[src/rtl/rowhit_pkg.sv]
package rowhit_pkg;
  localparam int APP_W    = 2;
  localparam int ROW_W    = 2;
  localparam int NUM_APPS = 1 << APP_W;

  // service costs in controller cycles
  localparam int HIT_CYC  = 1;
  localparam int OPEN_CYC = 2;
  localparam int MISS_CYC = 3;
  localparam int CYC_W    = $clog2(MISS_CYC + 1);

  typedef enum logic [1:0] {
    CMD_NOP = 2'd0,
    CMD_PRE = 2'd1,
    CMD_ACT = 2'd2,
    CMD_RD  = 2'd3
  } cmd_e;

  typedef struct packed {
    logic             vld;
    logic [APP_W-1:0] app;
    logic [ROW_W-1:0] row;
  } req_t;

  // cycles needed to serve a request given the bank state
  function automatic logic [CYC_W-1:0] service_cycles(input logic row_open,
                                                      input logic row_hit);
    if (row_hit)       return CYC_W'(HIT_CYC);
    else if (!row_open) return CYC_W'(OPEN_CYC);
    else               return CYC_W'(MISS_CYC);
  endfunction

  // the command depends only on how many cycles of the access remain
  function automatic cmd_e phase_cmd(input logic [CYC_W-1:0] left);
    case (left)
      CYC_W'(3): return CMD_PRE;
      CYC_W'(2): return CMD_ACT;
      CYC_W'(1): return CMD_RD;
      default:   return CMD_NOP;
    endcase
  endfunction
endpackage

[src/rtl/rhs_req_queue.sv]
module rhs_req_queue
  import rowhit_pkg::*;
#(
  parameter int DEPTH = 8,
  parameter int IW    = $clog2(DEPTH),
  parameter int CW    = $clog2(DEPTH + 1)
) (
  input  logic          clk,
  input  logic          rst_n,
  input  logic          enq,
  input  req_t          enq_ent,
  input  logic          deq,
  input  logic [IW-1:0] deq_idx,
  output req_t          ents [DEPTH],
  output logic [CW-1:0] count
);
  req_t          q  [DEPTH];
  req_t          nq [DEPTH];
  logic [CW-1:0] cnt_q;
  logic [CW-1:0] base;

  // entries above the removed one slide down, so index 0 stays oldest
  always_comb begin
    base = cnt_q - CW'(deq);
    for (int i = 0; i < DEPTH; i++) begin
      if (deq && (IW'(i) >= deq_idx)) begin
        nq[i] = (i + 1 < DEPTH) ? q[(i + 1 < DEPTH) ? (i + 1) : i] : '0;
      end else begin
        nq[i] = q[i];
      end
      if (enq && (CW'(i) == base)) begin
        nq[i]     = enq_ent;
        nq[i].vld = 1'b1;
      end
    end
  end

  always_ff @(posedge clk) begin
    if (!rst_n) begin
      cnt_q <= '0;
      for (int i = 0; i < DEPTH; i++) q[i] <= '0;
    end else begin
      cnt_q <= base + CW'(enq);
      for (int i = 0; i < DEPTH; i++) q[i] <= nq[i];
    end
  end

  assign ents  = q;
  assign count = cnt_q;
endmodule

[src/rtl/rhs_pick.sv]
module rhs_pick
  import rowhit_pkg::*;
#(
  parameter int DEPTH = 8,
  parameter int IW    = $clog2(DEPTH)
) (
  input  req_t             ents [DEPTH],
  input  logic             mode_hit_first,
  input  logic             open_valid,
  input  logic [ROW_W-1:0] open_row,
  output logic             found,
  output logic [IW-1:0]    idx,
  output logic             hit,
  output logic             any_hit
);
  logic          found_any;
  logic [IW-1:0] old_idx;
  logic [IW-1:0] hit_idx;

  always_comb begin
    found_any = 1'b0;
    any_hit   = 1'b0;
    old_idx   = '0;
    hit_idx   = '0;
    for (int i = 0; i < DEPTH; i++) begin
      if (ents[i].vld) begin
        if (!found_any) begin
          found_any = 1'b1;
          old_idx   = IW'(i);
        end
        if (open_valid && (ents[i].row == open_row) && !any_hit) begin
          any_hit = 1'b1;
          hit_idx = IW'(i);
        end
      end
    end
    found = found_any;
    idx   = (mode_hit_first && any_hit) ? hit_idx : old_idx;
    hit   = found_any && open_valid && (ents[idx].row == open_row);
  end
endmodule

[src/rtl/rhs_bank_timer.sv]
module rhs_bank_timer
  import rowhit_pkg::*;
(
  input  logic             clk,
  input  logic             rst_n,
  input  logic             fire,
  input  logic [APP_W-1:0] fire_app,
  input  logic [ROW_W-1:0] fire_row,
  input  logic             fire_hit,
  output cmd_e             cmd,
  output logic             can_fire,
  output logic             last_cycle,
  output logic             open_valid,
  output logic [ROW_W-1:0] open_row,
  output logic [APP_W-1:0] cur_app,
  output logic             cur_hit
);
  logic [CYC_W-1:0] left_q;

  always_ff @(posedge clk) begin
    if (!rst_n) begin
      left_q     <= '0;
      open_valid <= 1'b0;
      open_row   <= '0;
      cur_app    <= '0;
      cur_hit    <= 1'b0;
    end else if (fire) begin
      left_q     <= service_cycles(open_valid, fire_hit);
      open_valid <= 1'b1;
      open_row   <= fire_row;
      cur_app    <= fire_app;
      cur_hit    <= fire_hit;
    end else if (left_q != '0) begin
      left_q <= left_q - CYC_W'(1);
    end
  end

  assign cmd        = phase_cmd(left_q);
  assign last_cycle = (left_q == CYC_W'(1));
  assign can_fire   = (left_q <= CYC_W'(1));
endmodule

[src/rtl/rhs_stall_log.sv]
module rhs_stall_log
  import rowhit_pkg::*;
#(
  parameter int TIME_W = 16
) (
  input  logic                       clk,
  input  logic                       rst_n,
  input  logic                       done,
  input  logic [APP_W-1:0]           done_app,
  output logic [TIME_W-1:0]          now,
  output logic [NUM_APPS*TIME_W-1:0] stall_flat
);
  always_ff @(posedge clk) begin
    if (!rst_n) now <= '0;
    else        now <= now + TIME_W'(1);
  end

  for (genvar a = 0; a < NUM_APPS; a++) begin : g_app
    logic [TIME_W-1:0] stamp_q;
    always_ff @(posedge clk) begin
      if (!rst_n)                                stamp_q <= '0;
      else if (done && (done_app == APP_W'(a)))  stamp_q <= now + TIME_W'(1);
    end
    assign stall_flat[a*TIME_W +: TIME_W] = stamp_q;
  end
endmodule

[src/rtl/rowhit_sched.sv]
module rowhit_sched
  import rowhit_pkg::*;
#(
  parameter int DEPTH  = 8,
  parameter int TIME_W = 16
) (
  input  logic                       clk,
  input  logic                       rst_n,
  input  logic                       mode_hit_first,
  input  logic                       req_valid,
  input  logic [APP_W-1:0]           req_app,
  input  logic [ROW_W-1:0]           req_row,
  output logic                       req_ready,
  output logic [1:0]                 cmd,
  output logic                       done_valid,
  output logic [APP_W-1:0]           done_app,
  output logic                       done_hit,
  output logic                       open_valid,
  output logic [ROW_W-1:0]           open_row,
  output logic [NUM_APPS*TIME_W-1:0] stall_time
);
  localparam int IW = $clog2(DEPTH);
  localparam int CW = $clog2(DEPTH + 1);

  req_t              q_ents [DEPTH];
  req_t              enq_ent;
  logic [CW-1:0]     q_count;
  logic              enq;
  logic              fire;
  logic              sel_found;
  logic [IW-1:0]     sel_idx;
  logic              sel_hit;
  logic              sel_any_hit;
  logic              can_fire;
  logic              last_cycle;
  cmd_e              bank_cmd;
  logic [TIME_W-1:0] now;

  assign req_ready = (q_count < CW'(DEPTH));
  assign enq       = req_valid && req_ready;
  assign enq_ent   = '{vld: 1'b1, app: req_app, row: req_row};
  assign fire      = can_fire && sel_found;

  rhs_req_queue #(.DEPTH(DEPTH), .IW(IW), .CW(CW)) u_queue (
    .clk, .rst_n, .enq, .enq_ent,
    .deq(fire), .deq_idx(sel_idx), .ents(q_ents), .count(q_count)
  );

  rhs_pick #(.DEPTH(DEPTH), .IW(IW)) u_pick (
    .ents(q_ents), .mode_hit_first, .open_valid, .open_row,
    .found(sel_found), .idx(sel_idx), .hit(sel_hit), .any_hit(sel_any_hit)
  );

  rhs_bank_timer u_timer (
    .clk, .rst_n, .fire,
    .fire_app(q_ents[sel_idx].app), .fire_row(q_ents[sel_idx].row),
    .fire_hit(sel_hit), .cmd(bank_cmd), .can_fire, .last_cycle,
    .open_valid, .open_row, .cur_app(done_app), .cur_hit(done_hit)
  );

  assign done_valid = last_cycle;
  assign cmd        = bank_cmd;

  rhs_stall_log #(.TIME_W(TIME_W)) u_stall (
    .clk, .rst_n, .done(done_valid), .done_app, .now, .stall_flat(stall_time)
  );
endmodule

[config.mk]
export PLATFORM = sky130hd
export DESIGN_NAME = rowhit_sched
export DESIGN_NICKNAME = d
export VERILOG_FILES = /design/src/rtl/rowhit_pkg.sv /design/src/rtl/rhs_req_queue.sv /design/src/rtl/rhs_pick.sv /design/src/rtl/rhs_bank_timer.sv /design/src/rtl/rhs_stall_log.sv /design/src/rtl/rowhit_sched.sv
export SDC_FILE = /design/constraint.sdc
export NUM_CORES = 1
export LEC_CHECK = 0
export BUFFER_PORTS_ARGS = -buffer_cell sky130_fd_sc_hd__buf_2
export CORE_ASPECT_RATIO = 0.9
export CORE_MARGIN = 3
export CORE_UTILIZATION = 58
export DETAILED_ROUTE_END_ITERATION = 7
export PLACE_DENSITY = 0.8
export SETUP_SLACK_MARGIN = 0.1
export SLEW_MARGIN = 20
export SYNTH_ARGS = -nofsm -noshare
export SYNTH_HDL_FRONTEND = slang
export SYNTH_HIERARCHICAL = 1
export SYNTH_SLANG_ARGS = --single-unit
[constraint.sdc]
create_clock -name clk -period 3.11 [get_ports clk]
set_input_delay 0 -clock clk [delete_from_list [all_inputs] [get_ports clk]]
set_output_delay 0 -clock clk [all_outputs]
set_load 0.03 [all_outputs]
==> flow_summary_export.csv, run 1 <==
group,metric,value,unit
run_status,outcome,"finished, violations left",
run_status,violations,"negative setup slack",
min_path,min_from,"req_app[0]",
worst_setup_path,cp_slowest_cell,"dfxtp_4",
finish,area_growth,21.3,%
finish,nets,788,
synth,synth.net_count,686,
global_route,track_usage,0.270,
timing,skew,0.0100,ns
place,detailed_place_hpwl,11.8,mm
worst_setup_path,worstSetupPathType,"flop to flop",
clock_network,cts_buffer_depth,2,
timing,fin_crit,3.16,ns
timing,finalSetupViolCount,2,
route,top_layer,"met4",
global_route,grt-ovfl-total,0,
synth,syn_area,6610,um2
clock_network,cts_htree_levels,4,
worst_setup_path,crit_required,3.41,ns
finish,fillers,821,
power,peakVddDrop,0.582,mV
synth,synth_cells,670,
worst_setup_path,start_kind,"flop",
route,wirelength,18.1,mm
floorplan,ios,82,
clock_network,cts_sinks,132,
finish,multiInputGateArea,3740,um2
route,final_antenna_net_count,0,
floorplan,core_area,11000,um2
timing,finalWorstSetupSlack,-0.0471,ns
route,wl_met1,7.65,mm
floorplan,die_area,12700,um2
worst_setup_path,path_delay_family,"compound AO/OA/AOI/OAI gates",
job,cap_violations,0,
route,drc,0,
floorplan,initial_core_util,0.601,
route,viasPerCell,6.10,
route,routedWlPerCell,19.3,um
global_route,grt_pass1_vias,5480,
synth,ys_warn_count,6,
worst_setup_path,path_buf_inv,2,
clock_network,cts_made_buffers,17,
min_path,hold_path.class,"input port to flop",
timing,tns,-0.0474,ns
route,wl_met2,8.33,mm
floorplan,die_h,107,um
place,place_ws,-0.151,ns
global_route,grt_max_degree,81,
route,first_pass_iters,5,
clock_network,cts.clk_slew.worst_paths,0.06,ns
global_route,grt_pass1_wl,27.4,mm
synth,syn_avg_cell_area,9.86,um2
power,p_total,9440,uW
timing,rsz0062_at_grt,"yes",
finish,antenna_cells,0,
timing,fmax,0.317,GHz
worst_setup_path,cpPeakStageDelay,0.38,ns
timing,whs,0.0530,ns
finish,drive_gt1_frac,0.280,
timing,hold_viol_final,0,
clock_network,root_buffer,"clkbuf_16",
floorplan,rows,36,
place,port_buffers,81,
worst_setup_path,cp.arrival,3.46,ns
worst_setup_path,crit_chain,"buf_4 > xnor2_1 > nand4_1 > and4bb_1 > a21o_4 > a21oi_4 > buf_4 > a211oi_2 > a211oi_1 > or3_1 > a22oi_2 > nand2b_2 > o221a_1",
power,power_density,1180,nW/um2
worst_setup_path,worstPathMaxFanout,10,
route,met3_length,1.63,mm
worst_setup_path,r2r_start,"u_timer/open_row[1]$_SDFFE_PN0P_",
finish,final_util,0.729,
timing,maxSlewHeadroom,0.331,
floorplan,die_w,118,um
worst_setup_path,end_kind,"flop",
route,via_count,5712,
worst_setup_path,crit_top_cell,"buf_4",
place,routabilityCongestion,0.982,
power,p_leak,0.00365,uW
clock_network,cts_tree,"done",
clock_network,postCtsHoldBufs,0,
clock_network,clkLatencyLatePin,0.42,ns
finish,ff_latch_area,2650,um2
timing,fin_crit_sh,1.02,
global_route,antenna_found_initial,0,
route,drt_iter0_drc,679,
timing,tightest_slew,1.00,ns
worst_setup_path,crit_start,"u_timer/open_row[1]$_SDFFE_PN0P_",
timing,slew_viol_final,0,
==> cell usage in the layout (no fill, tap or decap), types with 7 or more instances in the layout <==
cell type	instances
a21boi_0	9
ha_1	7
buf_4	38
o211ai_1	24
o21ai_0	51
nor4_2	7
a21o_1	8
mux2i_1	52
nor2_1	23
xnor2_1	17
and2_1	7
xor2_1	14
buf_2	81
o211a_1	16
a21oi_1	45
nor2b_1	27
dfxtp_1	128
nand2_1	42
nand3_1	9
clkbuf_16	17
inv_1	16
nand2b_1	18
==> layout make-up <==
type,instances,share of cell area
clock buffers,21,0.0575
clock inverters,11,0.0159
inverters,17,0.00953
multi-input cells,481,0.467
flip-flops and latches,132,0.331
well taps,152,0.0237
repair buffers,123,0.0951
==> registers in the layout, indices dropped and copies added, names as in the netlist <==
signal,flops
u_queue/count,4
u_queue/ents,40
u_stall/g_app.stamp_q,64
u_stall/now,16
u_timer/cur_app,2
u_timer/cur_hit,1
u_timer/left_q,2
u_timer/open_row,2
u_timer/open_valid,1
==> path summary, 6_finish.rpt <==
path,endpoint,slack (ns),cells after the start
min,u_queue/ents[2]$_SDFFE_PN0P_,0.05,3
max reg2reg,u_timer/left_q[0]$_SDFFE_PN0P_,-0.05,13
min reg2reg,u_queue/ents[2]$_SDFFE_PN0P_,0.49,2
max,u_timer/left_q[0]$_SDFFE_PN0P_,-0.05,13
==> through the flow <==
stage / cell area (um2) / instances
2_1_floorplan: 6610 / 670
3_3_place_gp: 7200 / 887
3_5_place_dp: 7200 / 887
4_1_cts: 7810 / 920
5_1_grt: 8010 / 937
6_report: 8010 / 937
==> worst min-delay path, stage by stage <==
cell and delay (ns):
buf_2 0.08, nand2_1 0.18, mux2i_1 0.17
==> what timing repair did <==
| item | 4_1_cts | 5_1_grt |
|---|---|---|
| setup endpoints to repair | 16 | 28 |
| resized for setup | 5 | 25 |
| buffers inserted | 1 | 17 |
| pin swaps | 2 | 5 |
==> where the power goes <==
group	internal (uW)	switching (uW)
combinational	2180	2970
clock	1220	727
sequential	2030	306
==> per-layer routing <==
layer | global-route usage | vias to the layer above
met5 | 0 | -
met4 | 0.107 | 0
met3 | 0.0849 | 54
met2 | 0.418 | 306
met1 | 0.355 | 2729
li1 | - | 2623
(Power assumes the default switching activity.)
==> run 2: changes to the inputs <==
CORE_UTILIZATION = 60   (was 58)
CTS_BUF_LIST = sky130_fd_sc_hd__clkbuf_4 sky130_fd_sc_hd__clkbuf_8   (was default)
PLACE_DENSITY = 0.82   (was 0.8)
==> run 2 against run 1 <==
Net effect:
- the flow now finishes without violations
- critical endpoint unchanged
- highest routed layer unchanged
- combinational power grew 4%
- register-to-register slack gained 0.12 ns
- total power shrank 2.9%
==> flow_summary_export.csv, run 2 (synthesis results as in run 1) <==
group,metric,value,unit
job,cap_violations,0,
worst_setup_path,worstReg2RegEnd,"u_timer/left_q[0]$_SDFFE_PN0P_",
timing,finalSetupViolCount,0,
place,postPlaceCellArea,7220,um2
place,routabilityCongestion,0.884,
min_path,hold_depth,3,
place,detailed_place_hpwl,11.8,mm
global_route,track_usage,0.285,
route,drt_iter0_drc,663,
finish,fillers,697,
clock_network,cts_tree,"done",
floorplan,ios,82,
global_route,grt_pass1_wl,27.8,mm
route,drc,0,
timing,slew_viol_final,0,
worst_setup_path,path_delay_family,"compound AO/OA/AOI/OAI gates",
timing,rsz0062_at_grt,"yes",
route,wirelength,17.7,mm
clock_network,clkLatencyLatePin,0.45,ns
finish,largest_reg_flops,64,
finish,multiInputGateArea,3830,um2
finish,final_cell_mix,"dfxtp_1, buf_2, o21ai_0, mux2i_1, buf_4",
route,via_count,5656,
power,p_leak,0.00368,uW
timing,fmax,0.330,GHz
floorplan,core_area,10500,um2
clock_network,cts_htree_levels,4,
clock_network,cts_sinks,132,
worst_setup_path,path_buf_inv,3,
floorplan,die_h,106,um
floorplan,rows,35,
clock_network,cts.clk_slew.worst_paths,0.08,ns
finish,nets,799,
floorplan,initial_core_util,0.631,
worst_setup_path,cp_slowest_cell,"a221o_1",
finish,antenna_cells,0,
finish,final_common_cell,"dfxtp_1",
power,power_density,1150,nW/um2
global_route,grt-ovfl-total,0,
run_status,outcome,"complete, no violations",
worst_setup_path,regToRegSetupSlack,0.08,ns
global_route,antenna_found_initial,0,
route,final_antenna_net_count,0,
finish,area_growth,21.0,%
timing,fin_crit,3.03,ns
global_route,grt_max_degree,81,
finish,ff_latch_area,2650,um2
timing,tns,0,ns
worst_setup_path,cp.arrival,3.43,ns
worst_setup_path,start_kind,"flop",
worst_setup_path,worstSetupPathType,"flop to flop",
worst_setup_path,reg2reg_depth,14,
global_route,grt_pass1_vias,5532,
timing,fin_crit_sh,0.976,
route,viasPerCell,6.11,
place,place_ws,-0.0744,ns
timing,maxSlewHeadroom,0.282,
timing,tightest_slew,1.08,ns
timing,finalWorstSetupSlack,0.0753,ns
min_path,hold_path_end,"u_queue/ents[7]$_SDFFE_PN0P_",
floorplan,die_area,12300,um2
worst_setup_path,crit_chain,"buf_12 > xor2_1 > nor3_2 > nor3_1 > a221o_1 > a21o_4 > clkinv_8 > buf_4 > mux2i_1 > a211oi_1 > or3_1 > a22oi_2 > nand2b_4 > o221a_1",
finish,design_area,7990,um2
clock_network,cts_buffer_depth,2,
route,routedWlPerCell,19.1,um
finish,regMostFlops,"u_stall/g_app.stamp_q",
worst_setup_path,r2r_start,"u_timer/open_row[1]$_SDFFE_PN0P_",
route,first_pass_iters,5,
worst_setup_path,cpPeakStageDelay,0.38,ns
clock_network,root_buffer,"clkbuf_8",
place,port_buffers,81,
worst_setup_path,end_kind,"flop",
power,peakVddDrop,0.638,mV
place,dp_cells,870,
finish,final_cells,925,
timing,hold_viol_final,0,
floorplan,die_w,117,um
clock_network,cts_made_buffers,17,
worst_setup_path,worstPathMaxFanout,7,
min_path,hold_path.class,"input port to flop",
timing,skew,0.0129,ns
finish,drive_gt1_frac,0.298,
min_path,min_from,"req_app[0]",
worst_setup_path,crit_required,3.50,ns
[run 2: changes by cell type in the layout (fill, tap and decap cells not counted), moves of 3 or more]
| cell | before | now |
|---|---|---|
| xor2_1 | 14 | 11 |
| buf_4 | 38 | 47 |
| clkbuf_16 | 17 | 0 |
| mux4_2 | 5 | 0 |
| inv_6 | 1 | 4 |
| mux4_1 | 3 | 8 |
| xor2_2 | 3 | 6 |
| clkbuf_8 | 2 | 18 |
[run 2: what timing repair did]
item,in CTS,in global routing
pin swaps,1,18
hold endpoints to repair,3,0
buffers inserted,1,21
endpoints found under the setup margin,12,38
resized for setup,5,34
hold buffers,1,0
[run 2: where the power goes]
part	switching [uW]	leakage (uW)	internal (uW)	total (uW)
clock network	741	0.000201	757	1500
registers	306	0.00107	2020	2330
logic	2970	0.00241	2370	5340
total	4020	0.00368	5150	9160
[run 2: how the worst max path moves through the flow]
stage / startpoint / to / cells past startpoint / slack, ns
floorplan: u_timer/open_row[1]$_SDFFE_PN0P_ / u_timer/open_row[0]$_SDFFE_PN0P_ / 12 / 0.16
global placement: u_timer/open_row[0]$_SDFFE_PN0P_ / u_timer/left_q[0]$_SDFFE_PN0P_ / 12 / 0.07
detailed placement: u_timer/open_row[1]$_SDFFE_PN0P_ / u_queue/ents[27]$_SDFFE_PN0P_ / 9 / -0.07
CTS: u_timer/open_row[0]$_SDFFE_PN0P_ / u_timer/left_q[0]$_SDFFE_PN0P_ / 12 / 0.11
global route: u_timer/open_row[1]$_SDFFE_PN0P_ / u_timer/left_q[0]$_SDFFE_PN0P_ / 14 / -0.04
finish: u_timer/open_row[1]$_SDFFE_PN0P_ / u_timer/left_q[0]$_SDFFE_PN0P_ / 14 / 0.08
[run 2: area by class of cell]
type,instances,share of cell area
well taps,129,0.0202
clock buffers,18,0.0310
inverters,17,0.00955
clock inverters,14,0.0208
multi-input cells,481,0.480
repair buffers,134,0.107
flip-flops and latches,132,0.332
[run 2: worst min-delay path, stage by stage]
cell	delay, ns
buf_2	0.08
nand2_1	0.18
mux2i_1	0.18
[run 2: per-layer routing]
metal / share of wire / GRT usage
met1: 0.43 / 0.393
met2: 0.48 / 0.439
met3: 0.069 / 0.0683
met4: 0.022 / 0.0983
met5: 0 / 0
[run 2: metrics by stage]
stage	power [uW]	util	hold WS, ns
6_report	9160	0.764	0.0288
5_1_grt	9640	0.764	0.0683
4_1_cts	8450	0.732	0.0121
3_5_place_dp	6910	0.689	0.450
3_3_place_gp	6710	0.689	0.450
2_1_floorplan	5850	-	0.142
==> run 3: changes to the inputs <==
CORE_ASPECT_RATIO = 1.25   (was 0.9)
==> run 3 against run 2 <==
Net effect:
- via count fell by 3.3%
- utilization is 4.6 points lower
- clock power fell by 10%
- worst setup slack better by 0.076 ns
- sequential share of layout area grew 1.5 points
- sequential cell count is the same
- worst hold slack got worse by 0.00059 ns
- count of clock-buffer cells in the layout shrank 1
- clock skew is 0.0024 ns lower
- combinational power shrank 13%
- cell count down 2.3%
- largest power group unchanged
==> flow_summary_export.csv, run 3 (synthesis results as in run 1) <==
group,metric,value,unit
run_status,outcome,"complete, no violations",
min_path,hold_depth,3,
timing,finalSetupViolCount,0,
min_path,min_from,"req_app[1]",
global_route,grt_pass1_vias,5296,
clock_network,cts_sinks,132,
timing,skew,0.0105,ns
global_route,grt_util_met1,0.303,
route,viasPerCell,6.05,
finish,regMostFlops,"u_stall/g_app.stamp_q",
clock_network,cts_made_buffers,17,
power,switching_share,0.452,
route,drt_iter0_drc,412,
finish,largest_reg_flops,64,
worst_setup_path,worstSetupPathType,"flop to flop",
finish,area_growth,16.0,%
clock_network,postCtsHoldBufs,0,
worst_setup_path,worstPathMaxFanout,18,
global_route,globalRouteMet3Util,0.0604,
power,power_density,1090,nW/um2
floorplan,initial_core_util,0.619,
timing,hold_viol_final,0,
worst_setup_path,regToRegSetupSlack,0.15,ns
power,switchingPower,3780,uW
place,place_ws,0.0294,ns
worst_setup_path,crit_required,3.49,ns
floorplan,rows,42,
clock_network,cts.clk_slew.worst_paths,0.09,ns
clock_network,cts_tree,"done",
power,p_leak,0.00351,uW
clock_network,root_buffer,"clkbuf_8",
route,routedWlPerCell,18.3,um
power,pwr-share-seq,0.282,
floorplan,die_h,123,um
power,p_int,4580,uW
place,detailed_place_hpwl,11.7,mm
floorplan,die_w,99.8,um
power,pwr-share-comb,0.556,
worst_setup_path,start_kind,"flop",
timing,fin_crit,2.96,ns
power,clkPwrFrac,0.162,
timing,slew_viol_final,0,
worst_setup_path,reg2reg_depth,12,
global_route,grt_max_degree,47,
route,first_pass_iters,5,
floorplan,ios,82,
global_route,antenna_found_initial,0,
route,via_count,5471,
timing,finalWorstSetupSlack,0.151,ns
global_route,use_met2,0.479,
finish,final_cell_mix,"dfxtp_1, buf_2, mux2i_1, o21ai_0, a21oi_1",
clock_network,cts_htree_levels,4,
worst_setup_path,worstReg2RegEnd,"u_timer/left_q[0]$_SDFFE_PN0P_",
worst_setup_path,end_kind,"flop",
timing,tns,0,ns
timing,tightest_slew,0.841,ns
timing,fmax,0.338,GHz
finish,nets,775,
timing,rsz0062_at_grt,"yes",
global_route,grt-ovfl-total,0,
worst_setup_path,r2r_start,"u_timer/open_row[0]$_SDFFE_PN0P_",
job,cap_violations,0,
global_route,grt_pass1_wl,26.3,mm
min_path,hold_path.class,"input port to flop",
floorplan,core_area,10700,um2
place,routabilityCongestion,0.948,
power,peakVddDrop,0.936,mV
global_route,track_usage,0.270,
timing,maxSlewHeadroom,0.439,
finish,drive_gt1_frac,0.268,
global_route,top_usage_layer,"met2",
finish,antenna_cells,0,
route,drc,0,
min_path,hold_path_end,"u_queue/ents[38]$_SDFFE_PN0P_",
route,wirelength,16.6,mm
floorplan,die_area,12300,um2
route,final_antenna_net_count,0,
clock_network,cts_buffer_depth,2,
clock_network,clkLatencyLatePin,0.44,ns
finish,final_common_cell,"dfxtp_1",
worst_setup_path,cp.arrival,3.34,ns
timing,fin_crit_sh,0.951,
place,port_buffers,81,
run 3: cell type report:
cell class / instances / area (um2)
inverter: 17 / 80.1
clock inverter: 15 / 139
clock buffer: 17 / 234
timing repair buffer: 110 / 623
tap: 132 / 165
multi-input combinational: 481 / 3760
sequential: 132 / 2660
fill: 786 / 3010
run 3: critical path, stage by stage, from the launching register on:
cell	delay, ns
dfxtp_4	0.42
xor2_1	0.18
nor3_2	0.31
nor3b_1	0.26
a221o_1	0.23
a21o_4	0.17
clkinv_8	0.12
a211oi_1	0.26
a22oi_1	0.15
a211o_1	0.29
a22oi_2	0.17
nand2b_2	0.16
o221a_1	0.17
run 3: stage by stage:
step                      hold slack [ns]  power, uW  instance area (um2)  utilization  cells
after global placement              0.451       6530                 7150        0.670    865
after detailed placement            0.451       6720                 7150        0.670    865
after floorplan                     0.142       5850                 6610            -    670
after CTS                          0.0106       8110                 7540        0.706    897
final                              0.0283       8360                 7660        0.718    904
after global routing               0.0551       8860                 7660        0.718    904
run 3: routing by layer:
layer	vias up	share of wire
met2	215	0.52
met1	2619	0.39
met4	0	0.040
met5	-	0
li1	2590	-
met3	47	0.052
run 3: how the worst max path moves through the flow:
stage                                     start  depth (start not counted)                               end
2_1_floorplan  u_timer/open_row[1]$_SDFFE_PN0P_                         12  u_timer/open_row[0]$_SDFFE_PN0P_
3_3_place_gp   u_timer/open_row[0]$_SDFFE_PN0P_                         12    u_timer/left_q[0]$_SDFFE_PN0P_
3_5_place_dp   u_timer/open_row[1]$_SDFFE_PN0P_                          9     u_queue/ents[25]$_SDFFE_PN0P_
4_1_cts        u_timer/open_row[0]$_SDFFE_PN0P_                         12    u_timer/left_q[0]$_SDFFE_PN0P_
5_1_grt        u_timer/open_row[1]$_SDFFE_PN0P_                         12    u_timer/left_q[0]$_SDFFE_PN0P_
6_report       u_timer/open_row[0]$_SDFFE_PN0P_                         12    u_timer/left_q[0]$_SDFFE_PN0P_
run 3: power by group through the flow:
stage	registers (uW)	clock network [uW]	logic, uW
final	2360	1350	4640
after global routing	2400	1450	5020
after detailed placement	2370	0	4350
after CTS	2340	1370	4400
after global placement	2350	0	4180
after floorplan	2510	0	3340
run 3: repair_timing:
action | in CTS | in global routing
gates resized for setup | 5 | 18
setup buffers | 0 | 7
gates cloned | 0 | 0
pin swaps | 0 | 4
hold endpoints to repair | 0 | 0
endpoints found under the setup margin | 17 | 39
